[src/rtl/scs_pkg.sv]
package scs_pkg;
   typedef enum logic [1:0] {
      ST_ARMED  = 2'd0,
      ST_READY  = 2'd1,
      ST_SETTLE = 2'd2,
      ST_HOLD   = 2'd3
   } seq_state_e;
endpackage

[src/rtl/scs_edge_rise.sv]
module scs_edge_rise #(
   parameter int SYNC_STAGES = 2
) (
   input  logic clk,
   input  logic rst_n,
   input  logic level_i,
   output logic rise_o
);
   logic lvl;
   logic lvl_q;

   generate
      if (SYNC_STAGES < 0) begin : g_bad
         $error("SYNC_STAGES must not be negative");
      end
      if (SYNC_STAGES == 0) begin : g_direct
         assign lvl = level_i;
      end else if (SYNC_STAGES == 1) begin : g_one
         logic s_q;
         always_ff @(posedge clk or negedge rst_n) begin
            if (!rst_n) s_q <= 1'b0;
            else        s_q <= level_i;
         end
         assign lvl = s_q;
      end else begin : g_chain
         logic [SYNC_STAGES-1:0] s_q;
         always_ff @(posedge clk or negedge rst_n) begin
            if (!rst_n) s_q <= '0;
            else        s_q <= {s_q[SYNC_STAGES-2:0], level_i};
         end
         assign lvl = s_q[SYNC_STAGES-1];
      end
   endgenerate

   always_ff @(posedge clk or negedge rst_n) begin
      if (!rst_n) lvl_q <= 1'b0;
      else        lvl_q <= lvl;
   end

   assign rise_o = lvl & ~lvl_q;
endmodule

[src/rtl/scs_strobe_counter.sv]
module scs_strobe_counter #(
   parameter int CLEAR_COUNT = 14610
) (
   input  logic clk,
   input  logic rst_n,
   input  logic enable_i,
   input  logic step_i,
   output logic hit_o
);
   localparam int CW = (CLEAR_COUNT > 2) ? $clog2(CLEAR_COUNT) : 1;
   localparam logic [CW-1:0] LAST = CW'(CLEAR_COUNT - 1);

   logic [CW-1:0] cnt_q;

   always_ff @(posedge clk or negedge rst_n) begin
      if (!rst_n)                cnt_q <= '0;
      else if (!enable_i)        cnt_q <= '0;
      else if (step_i && !hit_o) cnt_q <= cnt_q + 1'b1;
   end

   assign hit_o = enable_i & step_i & (cnt_q == LAST);
endmodule

[src/rtl/scs_settle_timer.sv]
module scs_settle_timer #(
   parameter int SETTLE_CYCLES = 1000
) (
   input  logic clk,
   input  logic rst_n,
   input  logic run_i,
   output logic done_o
);
   localparam int TW = (SETTLE_CYCLES > 2) ? $clog2(SETTLE_CYCLES) : 1;
   localparam logic [TW-1:0] LAST = TW'(SETTLE_CYCLES - 1);

   logic [TW-1:0] tmr_q;

   always_ff @(posedge clk or negedge rst_n) begin
      if (!rst_n)           tmr_q <= '0;
      else if (!run_i)      tmr_q <= '0;
      else if (tmr_q != LAST) tmr_q <= tmr_q + 1'b1;
   end

   assign done_o = run_i & (tmr_q == LAST);
endmodule

[src/rtl/scs_clear_seq.sv]
module scs_clear_seq
   import scs_pkg::*;
#(
   parameter int CLEAR_COUNT   = 2 + 16 + 8 * 3 * 608,
   parameter int SETTLE_CYCLES = 1000,
   parameter int SYNC_STAGES   = 2
) (
   input  logic clk,
   input  logic rst_n,
   input  logic strobe_i,
   input  logic zero_flag_i,
   input  logic aux_flag_i,
   input  logic swipe_active_i,
   input  logic data_in_i,
   output logic data_o,
   output logic clear_o,
   output logic armed_o
);
   generate
      if (CLEAR_COUNT < 2) begin : g_bad_count
         $error("CLEAR_COUNT must be at least 2");
      end
      if (SETTLE_CYCLES < 2) begin : g_bad_settle
         $error("SETTLE_CYCLES must be at least 2");
      end
   endgenerate

   seq_state_e state_q, state_d;
   logic       strobe_rise;
   logic       count_hit;
   logic       settle_done;
   logic       clear_q;

   scs_edge_rise #(.SYNC_STAGES(SYNC_STAGES)) u_edge (
      .clk     (clk),
      .rst_n   (rst_n),
      .level_i (strobe_i),
      .rise_o  (strobe_rise)
   );

   scs_strobe_counter #(.CLEAR_COUNT(CLEAR_COUNT)) u_count (
      .clk      (clk),
      .rst_n    (rst_n),
      .enable_i (state_q == ST_READY),
      .step_i   (strobe_rise),
      .hit_o    (count_hit)
   );

   scs_settle_timer #(.SETTLE_CYCLES(SETTLE_CYCLES)) u_settle (
      .clk    (clk),
      .rst_n  (rst_n),
      .run_i  (state_q == ST_SETTLE),
      .done_o (settle_done)
   );

   always_comb begin
      state_d = state_q;
      unique case (state_q)
         ST_ARMED:  if (zero_flag_i || aux_flag_i) state_d = ST_READY;
         ST_READY:  if (count_hit) state_d = ST_SETTLE;
         ST_SETTLE: if (settle_done) state_d = swipe_active_i ? ST_HOLD : ST_ARMED;
         ST_HOLD:   if (!swipe_active_i) state_d = ST_ARMED;
         default:   state_d = ST_ARMED;
      endcase
   end

   always_ff @(posedge clk or negedge rst_n) begin
      if (!rst_n) begin
         state_q <= ST_ARMED;
         clear_q <= 1'b0;
      end else begin
         state_q <= state_d;
         clear_q <= count_hit;
      end
   end

   assign clear_o = clear_q;
   assign armed_o = (state_q == ST_ARMED);
   assign data_o  = ((state_q == ST_SETTLE) || (state_q == ST_HOLD)) ? 1'b0 : data_in_i;
endmodule

[config.mk]
export PLATFORM = sky130hd
export DESIGN_NAME = scs_clear_seq
export DESIGN_NICKNAME = d
export VERILOG_FILES = /design/src/rtl/scs_pkg.sv /design/src/rtl/scs_edge_rise.sv /design/src/rtl/scs_strobe_counter.sv /design/src/rtl/scs_settle_timer.sv /design/src/rtl/scs_clear_seq.sv
export SDC_FILE = /design/constraint.sdc
export NUM_CORES = 1
export LEC_CHECK = 0
export BUFFER_PORTS_ARGS = -buffer_cell sky130_fd_sc_hd__buf_4
export CAP_MARGIN = 20
export CORE_ASPECT_RATIO = 1.75
export CORE_MARGIN = 3
export CORE_UTILIZATION = 60
export DETAILED_ROUTE_END_ITERATION = 8
export PLACE_DENSITY = 0.79
export SLEW_MARGIN = 20
export SYNTH_ARGS = -nofsm -noshare
export SYNTH_HDL_FRONTEND = slang
export SYNTH_HIERARCHICAL = 1
export SYNTH_SLANG_ARGS = --single-unit
export TNS_END_PERCENT = 100
[constraint.sdc]
create_clock -name clk -period 4.1 [get_ports clk]
set_input_delay 0.205 -clock clk [delete_from_list [all_inputs] [get_ports clk]]
set_output_delay 0.205 -clock clk [all_outputs]
set_load 0.03 [all_outputs]
; Word-level counts from Yosys, hierarchy flattened
; Cells that the tools add are included.
[totals]
out_inout_bits = 3
register_bits = 30
[op_classes]
n_reduce_logical = 6
bitwise = 5
addsub = 2
eq_ne = 12
muxes = 11
[ops]
columns = operator, n
row1 = 2-to-1 mux 14 bit, 2
row2 = 2-to-1 mux 10 bit, 2
row3 = adder 14 x 1 -> 14 bit (second input constant), 1
row4 = equality test 14 bit (second input constant), 1
row5 = adder 10 x 1 -> 10 bit (second input constant), 1
row6 = equality test 10 bit (second input constant), 1
row7 = 2-to-1 mux 2 bit, 5
row8 = != test 10 bit (second input constant), 1
row9 = != test 2 bit (second input constant), 5
row10 = one-hot mux 2 bit (4 select lines), 1
row11 = bitwise AND 1 bit, 4
row12 = equality test 2 bit (second input constant), 2
row13 = AND reduction 4 bit, 1
row14 = equality test 2 x 1 -> 1 bit (second input constant), 1
row15 = logical NOT 2 bit, 1
row16 = logical OR 1 bit, 2
row17 = != test 2 x 1 -> 1 bit (second input constant), 1
row18 = logical AND 1 bit, 1
row19 = logical NOT 1 bit, 1
row20 = 2-to-1 mux 1 bit, 1
row21 = inverter 1 bit, 1

; Logic depth before layout (Yosys ltp)
[depth]
word_depth = 8
mapped_depth = 7
ltp_nobuf = 7

; By module
; Netlist, hierarchy kept.
[modules_own_cells]
columns = module, instances, cells_each, area_each_um2, seq_area_each_um2
row1 = scs_strobe_counter, 1, 77, 787.0, 350.3
row2 = scs_settle_timer, 1, 55, 531.8, 250.2
row3 = scs_clear_seq, 1, 16, 141.4, 75.1
row4 = scs_edge_rise, 1, 4, 88.8, 75.1

; Worst setup path before layout
; No wires, ideal clock.
[synth_path]
path_type = register to register
startpoint = register u_count.cnt_q[6]
endpoint = register state_q[0]
slack_ns = 2.389
stages_incl_launch_ff = 6
arrival_time_ns = 1.591
t_required_ns = 3.980
path_cell_list = dfrtp_1 or4b_4 nor4_1 and2_1 nand2_1 and3_1
[synth_between]
elab_chain_cells = 4
[synth_rtl]
columns = element, line
row1 = start: declaration, scs_strobe_counter.sv:13  ; logic [CW-1:0] cnt_q;
row2 = start signal: assignment, scs_strobe_counter.sv:18  ; else if (step_i && !hit_o) cnt_q <= cnt_q + 1'b1;
row3 = equality test 14 bit, scs_strobe_counter.sv:21  ; assign hit_o = enable_i & step_i & (cnt_q == LAST);
row4 = bitwise AND 1 bit, scs_strobe_counter.sv:21
row5 = net count_hit, scs_clear_seq.sv:30  ; logic count_hit;
row6 = != test 2 bit (no source line), --
row7 = AND reduction 4 bit (no source line), --
row8 = end signal: assignment, scs_clear_seq.sv:72  ; state_q <= state_d;
row9 = end: declaration, scs_clear_seq.sv:28  ; seq_state_e state_q, state_d;
; The timed path passes the listed nets, and every way through them passes these cells.
; A chain may end at the register's enable or synchronous reset.

; Worst setup path in the final report
[layout_path]
startpoint = register state_q[0]
endpoint = register state_q[0]
[layout_between]
elab_chain_cells = 5
elab_cells_between_ends = 13
[layout_rtl]
columns = element, line
row1 = equality test 2 x 1 -> 1 bit, scs_clear_seq.sv:44  ; .enable_i (state_q == ST_READY),
row2 = bitwise AND 1 bit (2 in series), scs_strobe_counter.sv:21
row3 = net count_hit, scs_clear_seq.sv:30
row4 = != test 2 bit (no source line), --
row5 = AND reduction 4 bit (no source line), --
; The timed path passes the listed nets, and every way through them passes these cells.

==> impl_metrics.csv <==
group,metric,value,unit
synth,async_flop_share,100,%
power,clkPwrFrac,40.8,%
global_routing,grt_pass1_vias,1192,
synth,yosys_warnings,6,
placed_design,gp_congestion,0.873,
worst_hold_path,worstHoldPathType,"in -> reg",
power,leakagePower,0.756,nW
sta,fin_ws,2.03,ns
power,p_sw,0.000112,W
synth,syn_nets,162,
critical_path,r2r_cells,6,
placed_design,dp.cells,184,
power,power_frac_seq,56.4,%
placed_design,port-buffer-count,9,
global_routing,antenna_found_initial,0,
synth,ys.flop_type,"dfrtp_1",
floorplanning,fp.coreArea,2390,sq um
drt,initialDrtViolationCount,35,
synth,synth_edf_count,0,
clocking,post_cts_buffers,0,
floorplanning,die_y,73.2,microns
synth,synth_cells,152,
clocking,insertion_delay,0.28,ns
synth,syn_area_per_cell,10.2,sq um
critical_path,worstPathRequired,4.27,ns
drt,drt_pass1_iterations,4,
sta,fmax,482,MHz
placed_design,hpwl,2.32,mm
floorplanning,dieArea,3250,sq um
worst_hold_path,hold_depth,1,
synth,yosysSeqAreaShare,48.5,%
final_layout,layout_commonest_cell,"dfrtp_1",
drt,ant_nets,0,
final_layout,fin_util,72.4,%
global_routing,grt-ovfl-total,0,
sta,finalSetupTns,0,ns
synth,ys_ff_latch,30,
sta,setup_viol,0,
global_routing,grt_max_degree,31,
final_layout,final_nets,177,
drt,viasPerCell,6.29,
sta,tightest_slew,0.532,ns
floorplanning,die_width,44.4,microns
critical_path,worstSetupStartpointType,"register",
critical_path,critPathCaptureType,"register",
clocking,cts.sinks,30,
floorplanning,rows,23,
sta,fin_skew,0.00745,ns
global_routing,grt_usage,22.2,%
sta,slew_headroom,64.4,%
power,p_comb_share,2.8,%
global_routing,grt_pass1_wl,5.13,mm
drt,wl,3.21,mm
critical_path,crit_path_max_fanout,17,
sta,hold_viol,0,
final_layout,nFillCells,182,
synth,synthesis.area,1550,sq um
final_layout,drive_above_1_share,15.0,%
clocking,clk_path_buf_depth,2,
floorplanning,io_pins,10,
final_layout,final_cell_mix,"30 x dfrtp_1, 15 x nand2_1, 11 x and2_1, 9 x o21ai_0, 9 x buf_4",
clocking,cts_tree,"yes",
final_layout,syn_to_final_growth,11.6,%
synth,synth_cell_type_count,34,
drt,drcViolationCount,0,
sta,grt_setup_unrepaired,"no",
sta,period_needed,2.07,ns
floorplanning,initial_core_util,64.9,%
critical_path,critical_path_class,"reg -> reg",
critical_path,arrival,2.25,ns
sta,post-route-period-util,50.6,%
final_layout,antenna_cells,0,
outcome,outcome,"finished clean",
power,vdd_drop_max,0.000225,V
clocking,numCtsBuffers,5,
clocking,cts_root_buffer,"clkbuf_8",
power,p_int,0.000418,W
sta,maxSlewViolCount,0,
drt,wl_per_cell,16.7,microns
drt,vias,1208,
placed_design,dpl_worst_slack,2.03,ns
clocking,htreeDepth,2,
job,drv_cap,0,
final_layout,stdcell_count,192,
power,p_sw_share,21.2,%
clocking,clk_pin_slew,0.06,ns
power,power,0.000530,W
power,power_density,306,nW/um^2
## cell type report
cell class	count	area, sq um	area share [%]
multi-input cells	114	768	44.4
clock buffers	5	68.8	3.98
clock inverters	2	10.0	0.579
inverters	6	22.5	1.30
repair buffers	10	77.6	4.49
flip-flops and latches	30	751	43.4
well taps	25	31.3	1.81
## per-layer routing
metal	routed length, microns	part of all wire, %	global-route usage [%]
met1	1130	35	20.0
met2	1870	58	41.1
met3	101	3.1	5.19
met4	107	3.3	14.8
met5	0	0	0
## registers in the layout, summed over array words and instances, names as in the netlist
name	count
u_edge/lvl_q	1
u_edge/g_chain.s_q	2
u_count/cnt_q	14
u_settle/tmr_q	10
state_q	2
clear_o	1
## power groups by stage
stage                     Sequential (W)  Clock (W)  Combinational (W)
after floorplan                 0.000304          0         0.00000368
after detailed placement        0.000304          0          0.0000147
final                           0.000299   0.000216          0.0000149
after global placement          0.000304          0          0.0000141
after global routing            0.000298   0.000233          0.0000167
after CTS                       0.000299   0.000223          0.0000154
## path summary, 6_finish.rpt
path	end	from	slack, ns
max reg2reg	state_q[0]	state_q[0]	2.03
min	u_edge/g_chain.s_q[0]	strobe_i	0.03
min in group asynchronous	u_settle/tmr_q[8]	rst_n	0.39
max	state_q[0]	state_q[0]	2.03
max in group asynchronous	u_count/cnt_q[11]	rst_n	3.43
min reg2reg	u_edge/g_chain.s_q[1]	u_edge/g_chain.s_q[0]	0.35
## metrics by stage
stage,instance area (sq um),hold slack [ns]
2_1_floorplan,1550,-0.0906
3_3_place_gp,1640,0.147
3_5_place_dp,1640,0.153
4_1_cts,1730,0.0247
5_1_grt,1730,0.0297
6_report,1730,0.0341
## worst max-delay path: stages (launching register included)
cell and delay, ns:
dfrtp_1 0.40, nor2b_2 0.50, nand2_1 0.22, nor4_1 0.42
and2_1 0.21, nand2_1 0.06, and3_1 0.17
## Yosys cell counts, types with 2 or more instances
library cell,count,area share [%]
a21boi_0,3,1.5
a21oi_1,4,1.3
and2_1,11,4.4
and3_1,2,0.81
clkbuf_1,2,0.48
dfrtp_1,30,48
ha_1,3,2.4
inv_1,6,1.5
mux2i_1,3,1.9
nand2_1,15,3.6
nand2b_1,3,1.2
nand3_1,8,2.6
nand4_1,6,2.4
nor2_1,4,0.97
nor3_1,3,0.97
nor4_1,7,2.8
o21ai_0,9,2.9
o31ai_1,3,1.5
or3_1,4,1.6
or4_1,2,0.97
or4b_4,2,1.8
xnor2_1,6,3.4
xor2_1,5,2.8
## logic make-up after synthesis
logic type      count (synthesis)  synth area share, %
compound gates                 20                 8.89
flops                          30                 48.5
fa+ha+maj                       3                 2.42
simple gates                   77                 30.1
mux                             3                 1.94
buf+inv                         8                 1.94
xor+xnor                       11                 6.22
## timing repair
item,4_1_cts,5_1_grt
hold buffers,1,0
resized for setup,0,0
hold endpoints to repair,30,0
Power figures use the tool's default switching activity.
